<file path="src/rtl/ptw_pkg.sv">
package ptw_pkg;
    localparam int VA_W    = 48;
    localparam int PA_W    = 52;
    localparam int IDX_W   = 9;
    localparam int OFS_W   = 12;
    localparam int N_LVL   = 4;
    localparam int ENT_W   = 64;
    localparam int BASE_W  = PA_W - OFS_W;
    localparam int UP_LVLS = N_LVL - 1;
    localparam int TAG_W   = IDX_W * UP_LVLS;
    localparam int ENT_SH  = $clog2(ENT_W / 8);

    typedef enum logic [1:0] {
        ST_IDLE,
        ST_ISSUE,
        ST_WAIT,
        ST_DONE
    } walk_st_t;

    // keeps the top IDX_W*(lvl+1) bits of a prefix
    function automatic logic [TAG_W-1:0] pfx_mask(input int lvl);
        return ~({TAG_W{1'b1}} >> (IDX_W * (lvl + 1)));
    endfunction
endpackage

</file>
<file path="src/rtl/ptw_addr.sv">
module ptw_addr
    import ptw_pkg::*;
(
    input  logic [BASE_W-1:0] base,
    input  logic [VA_W-1:0]   va,
    input  logic [1:0]        lvl,
    output logic [PA_W-1:0]   addr
);
    logic [IDX_W-1:0] idx;

    always_comb begin
        idx  = va[VA_W-1 - IDX_W*int'(lvl) -: IDX_W];
        addr = {base, idx, {ENT_SH{1'b0}}};
    end
endmodule

</file>
<file path="src/rtl/ptw_wcache.sv">
module ptw_wcache
    import ptw_pkg::*;
#(
    parameter int DEPTH = 8
) (
    input  logic              clk,
    input  logic              rst_n,
    input  logic              flush,
    input  logic [TAG_W-1:0]  lk_pfx,
    output logic              lk_hit,
    output logic [1:0]        lk_start,
    output logic [BASE_W-1:0] lk_base,
    input  logic              fill_en,
    input  logic [1:0]        fill_lvl,
    input  logic [TAG_W-1:0]  fill_pfx,
    input  logic [BASE_W-1:0] fill_base
);
    localparam int PTR_W = (DEPTH > 1) ? $clog2(DEPTH) : 1;

    logic [DEPTH-1:0]  vld_q;
    logic [1:0]        lvl_q  [DEPTH];
    logic [TAG_W-1:0]  tag_q  [DEPTH];
    logic [BASE_W-1:0] base_q [DEPTH];
    logic [PTR_W-1:0]  ptr_q;
    logic [DEPTH-1:0]  hv     [UP_LVLS];

    for (genvar l = 0; l < UP_LVLS; l++) begin : g_lvl
        for (genvar i = 0; i < DEPTH; i++) begin : g_ent
            assign hv[l][i] = vld_q[i] && (lvl_q[i] == 2'(l))
                              && (tag_q[i] == (lk_pfx & pfx_mask(l)));
        end
        AST_UNIQUE_HIT: assert property (@(posedge clk) disable iff (!rst_n)
            $onehot0(hv[l])) else $error("duplicate cache entry");
    end

    // later (deeper) levels overwrite earlier matches
    always_comb begin
        lk_hit   = 1'b0;
        lk_start = '0;
        lk_base  = '0;
        for (int l = 0; l < UP_LVLS; l++) begin
            for (int i = 0; i < DEPTH; i++) begin
                if (hv[l][i]) begin
                    lk_hit   = 1'b1;
                    lk_start = 2'(l + 1);
                    lk_base  = base_q[i];
                end
            end
        end
        if (flush) lk_hit = 1'b0;
    end

    always_ff @(posedge clk) begin
        if (!rst_n) begin
            vld_q <= '0;
            ptr_q <= '0;
        end else if (flush) begin
            vld_q <= '0;
        end else if (fill_en) begin
            vld_q[ptr_q]  <= 1'b1;
            lvl_q[ptr_q]  <= fill_lvl;
            tag_q[ptr_q]  <= fill_pfx & pfx_mask(int'(fill_lvl));
            base_q[ptr_q] <= fill_base;
            ptr_q <= (ptr_q == PTR_W'(DEPTH - 1)) ? '0 : ptr_q + 1'b1;
        end
    end
endmodule

</file>
<file path="src/rtl/pt_walker.sv">
module pt_walker
    import ptw_pkg::*;
#(
    parameter int WC_DEPTH = 8
) (
    input  logic             clk,
    input  logic             rst_n,
    input  logic             flush,
    input  logic             req_valid,
    output logic             req_ready,
    input  logic [VA_W-1:0]  req_va,
    input  logic [PA_W-1:0]  req_root,
    output logic             rsp_valid,
    output logic             rsp_fault,
    output logic [PA_W-1:0]  rsp_pa,
    output logic             mem_req_valid,
    input  logic             mem_req_ready,
    output logic [PA_W-1:0]  mem_req_addr,
    input  logic             mem_rsp_valid,
    input  logic [ENT_W-1:0] mem_rsp_data
);
    localparam logic [1:0] LEAF_LVL = 2'(N_LVL - 1);

    walk_st_t          state_q, state_d;
    logic [1:0]        lvl_q;
    logic [BASE_W-1:0] base_q;
    logic [VA_W-1:0]   va_q;
    logic [PA_W-1:0]   pa_q;
    logic              fault_q;
    logic [2:0]        rd_cnt_q;

    logic              lk_hit;
    logic [1:0]        lk_start;
    logic [BASE_W-1:0] lk_base;
    logic              ent_present;
    logic              fill_en;
    logic [BASE_W-1:0] ent_base;

    assign ent_present = mem_rsp_data[0];
    assign ent_base    = mem_rsp_data[PA_W-1:OFS_W];
    assign fill_en     = (state_q == ST_WAIT) && mem_rsp_valid
                         && ent_present && (lvl_q != LEAF_LVL);

    ptw_wcache #(.DEPTH(WC_DEPTH)) u_wcache (
        .clk       (clk),
        .rst_n     (rst_n),
        .flush     (flush),
        .lk_pfx    (req_va[VA_W-1 -: TAG_W]),
        .lk_hit    (lk_hit),
        .lk_start  (lk_start),
        .lk_base   (lk_base),
        .fill_en   (fill_en),
        .fill_lvl  (lvl_q),
        .fill_pfx  (va_q[VA_W-1 -: TAG_W]),
        .fill_base (ent_base)
    );

    ptw_addr u_addr (
        .base (base_q),
        .va   (va_q),
        .lvl  (lvl_q),
        .addr (mem_req_addr)
    );

    // next state
    always_comb begin
        state_d = state_q;
        unique case (state_q)
            ST_IDLE:  if (req_valid)     state_d = ST_ISSUE;
            ST_ISSUE: if (mem_req_ready) state_d = ST_WAIT;
            ST_WAIT:  if (mem_rsp_valid)
                          state_d = (!ent_present || lvl_q == LEAF_LVL) ? ST_DONE : ST_ISSUE;
            ST_DONE:  state_d = ST_IDLE;
            default:  state_d = ST_IDLE;
        endcase
    end

    // state register and walk datapath
    always_ff @(posedge clk) begin
        if (!rst_n) begin
            state_q  <= ST_IDLE;
            lvl_q    <= '0;
            base_q   <= '0;
            va_q     <= '0;
            pa_q     <= '0;
            fault_q  <= 1'b0;
            rd_cnt_q <= '0;
        end else begin
            state_q <= state_d;
            unique case (state_q)
                ST_IDLE: if (req_valid) begin
                    va_q     <= req_va;
                    rd_cnt_q <= '0;
                    lvl_q    <= lk_hit ? lk_start : 2'd0;
                    base_q   <= lk_hit ? lk_base  : req_root[PA_W-1:OFS_W];
                end
                ST_ISSUE: if (mem_req_ready) rd_cnt_q <= rd_cnt_q + 3'd1;
                ST_WAIT: if (mem_rsp_valid) begin
                    if (!ent_present) begin
                        fault_q <= 1'b1;
                        pa_q    <= '0;
                    end else if (lvl_q == LEAF_LVL) begin
                        fault_q <= 1'b0;
                        pa_q    <= {ent_base, va_q[OFS_W-1:0]};
                    end else begin
                        base_q <= ent_base;
                        lvl_q  <= lvl_q + 2'd1;
                    end
                end
                default: ;
            endcase
        end
    end

    // outputs
    always_comb begin
        req_ready     = (state_q == ST_IDLE);
        mem_req_valid = (state_q == ST_ISSUE);
        rsp_valid     = (state_q == ST_DONE);
        rsp_fault     = fault_q;
        rsp_pa        = pa_q;
    end

    AST_HOLD_READ: assert property (@(posedge clk) disable iff (!rst_n)
        mem_req_valid && !mem_req_ready |=> mem_req_valid && $stable(mem_req_addr))
        else $error("read dropped or changed while stalled");
    AST_RSP_ONLY_WAITING: assert property (@(posedge clk) disable iff (!rst_n)
        mem_rsp_valid |-> state_q == ST_WAIT)
        else $error("read data with no read outstanding");
    AST_RSP_PULSE: assert property (@(posedge clk) disable iff (!rst_n)
        rsp_valid |=> !rsp_valid)
        else $error("response longer than one cycle");
    AST_READ_BUDGET: assert property (@(posedge clk) disable iff (!rst_n)
        rsp_valid |-> (rd_cnt_q >= 3'd1) && (rd_cnt_q <= 3'(N_LVL)))
        else $error("walk read count out of range");
    AST_OFFSET_KEPT: assert property (@(posedge clk) disable iff (!rst_n)
        rsp_valid && !rsp_fault |-> rsp_pa[OFS_W-1:0] == va_q[OFS_W-1:0])
        else $error("page offset altered");
endmodule

</file>
<file path="config.mk">
export PLATFORM = sky130hd
export DESIGN_NAME = pt_walker
export DESIGN_NICKNAME = d
export VERILOG_FILES = /design/src/rtl/ptw_pkg.sv /design/src/rtl/ptw_addr.sv /design/src/rtl/ptw_wcache.sv /design/src/rtl/pt_walker.sv
export SDC_FILE = /design/constraint.sdc
export NUM_CORES = 2
export LEC_CHECK = 0
export BUFFER_PORTS_ARGS = -buffer_cell sky130_fd_sc_hd__buf_2
export CELL_PAD_IN_SITES_DETAIL_PLACEMENT = 0
export CELL_PAD_IN_SITES_GLOBAL_PLACEMENT = 1
export CORE_ASPECT_RATIO = 1.25
export CORE_MARGIN = 2
export CORE_UTILIZATION = 45
export DETAILED_ROUTE_END_ITERATION = 10
export PLACE_DENSITY_LB_ADDON = 0.1
export SYNTH_ARGS = -nofsm -noshare
export SYNTH_HDL_FRONTEND = slang
export SYNTH_SLANG_ARGS = --single-unit
</file>
<file path="constraint.sdc">
create_clock -name clk -period 9.7 [get_ports clk]
set_clock_uncertainty 0.15 [all_clocks]
set_input_delay 0.485 -clock clk [delete_from_list [all_inputs] [get_ports clk]]
set_output_delay 0.485 -clock clk [all_outputs]
set_load 0.01 [all_outputs]
</file>
### After elaboration in Yosys (flattened, before gate mapping)

Memory sizes are Yosys's and may differ from the RTL's.
Cells that the tools add are included.

| word-level totals | value |
|---|---|
| word-level logic and storage cells | 249 |
| register bits | 156 |
| memory bits (writable) | 552 |
| input bits | 170 |
| output and inout port bits | 108 |
| memories kept | 3 |

| cells by class | value |
|---|---|
| multiplexer cells | 101 |
| reduce and logical (&&, ||, !) cells | 70 |
| bitwise gates (word level) | 5 |
| $mul | 2 |
| equal/unequal tests | 52 |
| $add $sub $neg | 4 |
| shift-type cells | 2 |
| order comparisons | 2 |

Memories:

| memory | words | bits a word | read ports | clocked after Yosys merged registers in | write ports | RTL line | text |
|---|---|---|---|---|---|---|---|
| u_wcache.base_q | 8 | 40 | 8 | 0 | 1 | ptw_wcache.sv:23 | `logic [BASE_W-1:0] base_q [DEPTH];` |
| u_wcache.tag_q | 8 | 27 | 8 | 0 | 1 | ptw_wcache.sv:22 | `logic [TAG_W-1:0] tag_q [DEPTH];` |
| u_wcache.lvl_q | 8 | 2 | 8 | 0 | 1 | ptw_wcache.sv:21 | `logic [1:0] lvl_q [DEPTH];` |

Operator list:

| operator | count |
|---|---|
| 40-bit two-way mux | 29 |
| 27-bit equality test | 24 |
| 52-bit two-way mux | 2 |
| 40-bit one-hot mux with 2 select lines | 1 |
| 2-bit two-way mux | 32 |
| 56-bit by 32-bit variable part select with 9-bit output | 1 |
| 1-bit logical AND | 52 |
| 1-bit two-way mux | 33 |
| 5-bit by 32-bit multiplier with 32-bit output (first input constant) | 1 |
| 27-bit by 32-bit >> shifter with 27-bit output (first input constant) | 1 |
| 7-bit by 32-bit subtractor with 32-bit output (first input constant) | 1 |
| 27-bit AND | 1 |
| 27-bit NOT | 1 |
| 2-bit equality test (second input constant) | 11 |
| 2-bit by 1-bit equality test with 1-bit output (second input constant) | 9 |
| 2-bit logical NOT | 9 |
| 2-bit inequality test (second input constant) | 5 |
| 8-bit OR | 1 |
| 2-bit one-hot mux with 4 select lines | 1 |
| 4-bit by 2-bit multiplier with 6-bit output (first input constant) | 1 |
| 3-bit AND reduction | 2 |
| 5-bit AND reduction | 1 |
| 3-bit by 4-bit < comparator with 1-bit output (second input constant) | 1 |
| 2-bit by 1-bit inequality test with 1-bit output (second input constant) | 2 |
| 14 further kinds | 16 |

### Depth between registers and ports, before layout

An unclocked memory read counts as a cell.

| logic depth | value |
|---|---|
| word-level depth | 32 |
| depth in mapped cells | 15 |
| depth with buffers taken out | 11 |

### By module

Synthesis repeated with hierarchy kept, for this count alone.

| second synthesis, totals | value |
|---|---|
| cells, all modules | 3,687 |
| area, all modules | 37,529.7 sq um |

By module, submodules not included:

| module | area each (sq um) | cells an instance | sequential area each (sq um) | instances |
|---|---|---|---|---|
| ptw_wcache | 30,362.9 | 2,869 | 16,796.1 | 1 |
| pt_walker | 6,615.1 | 763 | 2,902.8 | 1 |
| ptw_addr | 551.8 | 55 | 0.0 | 1 |

### Least setup slack after synthesis

Ideal clock, no wire load.

| timing | value |
|---|---|
| path kind | input port to flip-flop |
| start point | in rst_n |
| end point | mem u_wcache.base_q[2][0] (netlist name), enable pin |
| arrival time | 6.190 ns |
| setup time | 0.583 ns |
| buffers on the path | 1 |
| cell stages on the path | 5 |
| setup slack | 2.776 ns |
| required time | 8.967 ns |
| path through | clkbuf_1 > inv_1 > nor2_1 > nand3_1 > nor3_1 |

| on the way | value |
|---|---|
| longest elaborated chain between the ends | 2 |

RTL lines:

| element | RTL line | text |
|---|---|---|
| start: declaration | pt_walker.sv:7 | `input logic rst_n,` |
| 1-bit two-way mux | ptw_wcache.sv:54 | `if (!rst_n) begin` |
| 1-bit two-way mux (not written as such) | ptw_wcache.sv:63 | `base_q[ptr_q] <= fill_base;` |
| end: declaration | ptw_wcache.sv:23 |  |

Every way passes these cells.

==> summary.txt <==
Die
  • Die width: 262 um
  • IO Count: 278
  • Die footprint: 85700 um^2
  • DIE HEIGHT: 327 um
  • Core Box Area: 82700 um^2
  • Placement Rows: 118
  • Starting density of the core: 45.4%

Synth
  • Ys async rst share: 0%
  • Synth Instances: 3751
  • Ys flop type: edfxtp_1
  • Synth cell types: 89
  • Synth area leaders: edfxtp_1, dfxtp_1, nand2_1
  • Post-synth EDFFs: 552
  • Synth area leader: edfxtp_1
  • Synth Cell Area: 37500 um^2
  • Syn avg cell area: 10.0 um^2
  • Yosys reg bits: 708
  • Synth warnings: 0
  • Synth cell count leaders: edfxtp_1, nand2_1, nor2_1
  • Synth top area share: 44.2%
  • Seq/Total Area, Yosys: 52.5%
  • Most numerous cell in the Yosys netlist: edfxtp_1

Worst setup path
  • Crit path launch: u_wcache.tag_q[1][3]
  • Top delay family on crit path: simple AND/OR/NAND/NOR gates
  • Worst setup path category: reg2reg
  • Data arrival, critical path: 6.02 ns
  • Crit Path Max Fanout: 15
  • Crit start category: flip-flop
  • CP most frequent cell: nor4_1
  • R2R Path Start: u_wcache.tag_q[1][3]
  • Worst Path Buf+Inv: 1
  • CP peak stage delay: 1.05 ns
  • Register-to-register setup slack: 4.14 ns
  • Cell depth of the worst setup path: 11
  • Slowest-stage cell, CP: nand2_1
  • Crit path cell chain: nor4_1 -> nand3_1 -> nor4_1 -> buf_4 -> nand2_1 -> nand2_1 -> o22ai_1 -> a2111oi_0 -> nor2_1 -> nor4_1 -> o21a_1
  • FF-to-FF End: base_q[31]
  • FF-to-FF path depth: 11
  • Critical path capture point type: flip-flop
  • WP data required: 10.16 ns

Detailed routing
  • Drt wl/cell: 34.3 um
  • Vias per std cell: 6.97
  • Via count: 35200
  • Routed WL: 173000 um
  • Pre-antenna DRT Iters: 11
  • ANT nets after route: 0
  • Starting DRT DRC Count: 4682
  • DRC: 1

Power and ir drop
  • Lkg Pwr: 14.5 nW
  • P_sw: 0.00164 W
  • Worst IR drop on VDD: 147 uV
  • Switch share: 24.1%
  • Internal Power: 0.00519 W
  • Gate power share: 6.4%
  • Clock power share: 44.8%
  • Sequential Power Share: 48.7%
  • Cell Pwr Density: 160 nW/um^2

Placed design
  • HPWL Detailed: 107000 um
  • # port buffers: 239
  • Routability cong.: 0.976
  • Post-placement cell count: 4874
  • Pre-CTS WS: 4.43 ns

Timing
  • Setup ws final: 4.14 ns
  • Minimum hold slack: 0.0217 ns
  • Final Critical Period: 5.56 ns
  • Highest clock rate: 180 MHz
  • Period utilisation layout: 57.3%
  • Tightest Pin Transition: 1.38 ns
  • Post-route setup TNS: 0 ns
  • Slew margin rel.: 7.66%
  • Hold Fails Final Rpt: 0
  • RSZ-0062 raised after global routing: no
  • Final Slew Violations: 0
  • Final setup fails: 0

Status
  • Status: finished, violations left
  • Failing checks: DRC

Global route
  • First-pass GRT wire length: 242000 um
  • Initial antenna violation count: 13
  • Overflow after GRT: 0
  • GR Util All Layers: 39.0%
  • Vias in the first global route: 34000
  • Pin count of the biggest net entering global routing: 100

Cells and area
  • Share of cells above drive strength 1: 14.0%
  • Register area: 19700 um^2
  • Fin util: 51.6%
  • Fillers: 7453
  • Non-filler cells, final: 5044
  • Area grow syn2layout: 13.8%
  • Area of the multi-input gates: 16800 um^2
  • NumNets Final: 4076

Min path
  • HP Start: req_root[33]
  • Worst hold path type: in2reg
  • Hold EP: base_q[21]
  • Hold depth: 3

CTS
  • Clk slew on worst S/H paths: 0.06 ns
  • CTS buffer count: 76
  • Post-CTS Setup Inserts: 0
  • TritonCTS clock tree: done
  • Clk buf depth: 3
  • Clock insertion delay at the later pin of the skew report: 0.66 ns
  • CTS Sinks: 708
  • CTS H-tree depth: 3
  • CTS root buf: clkbuf_16

Run
  • Maxcap violations: 0
==> power by group through the flow <==
stage                     Clock, W  Sequential (W)  Combinational [W]
after global routing       0.00321         0.00333           0.000464
after detailed placement         0         0.00340           0.000423
after global placement           0         0.00339           0.000415
after floorplan                  0         0.00339           0.000221
final                      0.00306         0.00333           0.000439
after CTS                  0.00308         0.00333           0.000433
==> cell usage in the layout, fill, tap and decap left out, types with 19 or more instances in the layout <==
cell type / count
a2111oi_0: 49
a211o_1: 29
a21o_1: 26
a21oi_1: 211
a221o_1: 35
a221oi_1: 72
a22oi_1: 47
and3_1: 23
buf_2: 239
buf_4: 93
clkbuf_16: 77
clkinv_2: 19
dfxtp_1: 156
dlygate4sd3_1: 27
edfxtp_1: 552
inv_1: 32
nand2_1: 480
nand2b_1: 26
nand3_1: 159
nand4_1: 72
nor2_1: 290
nor2b_1: 24
nor3_1: 127
nor4_1: 90
o211ai_1: 27
o21a_1: 30
o21ai_0: 159
o221ai_1: 38
o22ai_1: 47
o311a_1: 20
o31a_1: 30
o31ai_1: 41
or3_1: 41
xnor2_1: 139
xor2_1: 77
==> flip-flops by register name, indices dropped and copies added, names as in the netlist <==
register         count
u_wcache.base_q    320
u_wcache.tag_q     216
rsp_pa              52
va_q                48
base_q              40
u_wcache.lvl_q      16
u_wcache.vld_q       8
u_wcache.ptr_q       3
lvl_q                2
state_q              2
rsp_fault            1
==> cells by family (layout without fill, tap and decap cells) <==
kind of cell,Yosys count,count (layout),synth area share [%]
adders and majority gates,7,7,0.233
muxes,27,27,1.02
xor gates and xnor gates,216,216,5.04
and+or+nand+nor,1471,1471,18.8
other,1,5,0.00999
buffers and inverters,325,534,3.58
DFF,708,708,52.5
AOI/OAI and AO/OA,996,996,18.8
==> worst reg2reg max path, cell delays in order (launching register included) <==
cell and delay [ns]:
edfxtp_1 0.42, nor4_1 0.32, nand3_1 0.54, nor4_1 0.72
buf_4 0.26, nand2_1 0.68, nand2_1 1.06, o22ai_1 0.23
a2111oi_0 0.48, nor2_1 0.08, nor4_1 0.37, o21a_1 0.21
==> per-stage QoR <==
| step | cell area, um^2 | total power, W |
|---|---|---|
| 3_5_place_dp | 39800 | 0.00382 |
| 4_1_cts | 42700 | 0.00684 |
| 3_3_place_gp | 39800 | 0.00381 |
| 2_1_floorplan | 37500 | 0.00361 |
| 6_report | 42700 | 0.00683 |
| 5_1_grt | 42700 | 0.00701 |
==> layout make-up <==
type / instances / share of cell area [%]
diodes: 2 / 0.0117
clock buffers: 96 / 4.87
clock inverters: 45 / 1.18
inverters: 34 / 0.305
multi-input cells: 2720 / 39.3
flip-flops and latches: 708 / 46.1
well taps: 1080 / 3.16
repair buffers: 359 / 5.07
==> timing repair <==
| item | CTS | global route |
|---|---|---|
| hold buffers | 27 | 0 |
| gates resized for setup | 0 | 0 |
| hold endpoints to repair | 60 | 0 |
==> metal layers <==
metal / vias up / track usage (%) / share of wire [%]
met5: - / 0 / 0.059
met4: 16 / 25.9 / 7.7
met3: 749 / 10.0 / 11
met2: 2625 / 61.7 / 45
met1: 17100 / 47.2 / 36
li1: 14600 / - / -
==> how the worst max path moves through the flow <==
stage                                        to  slack, ns
after floorplan           u_wcache.base_q[2][0]       2.78
after global routing                 base_q[31]       4.09
after global placement                base_q[9]       4.47
after CTS                            base_q[31]       4.49
after detailed placement              base_q[9]       4.43
final                                base_q[31]       4.14
Power figures use the tool's default switching activity.
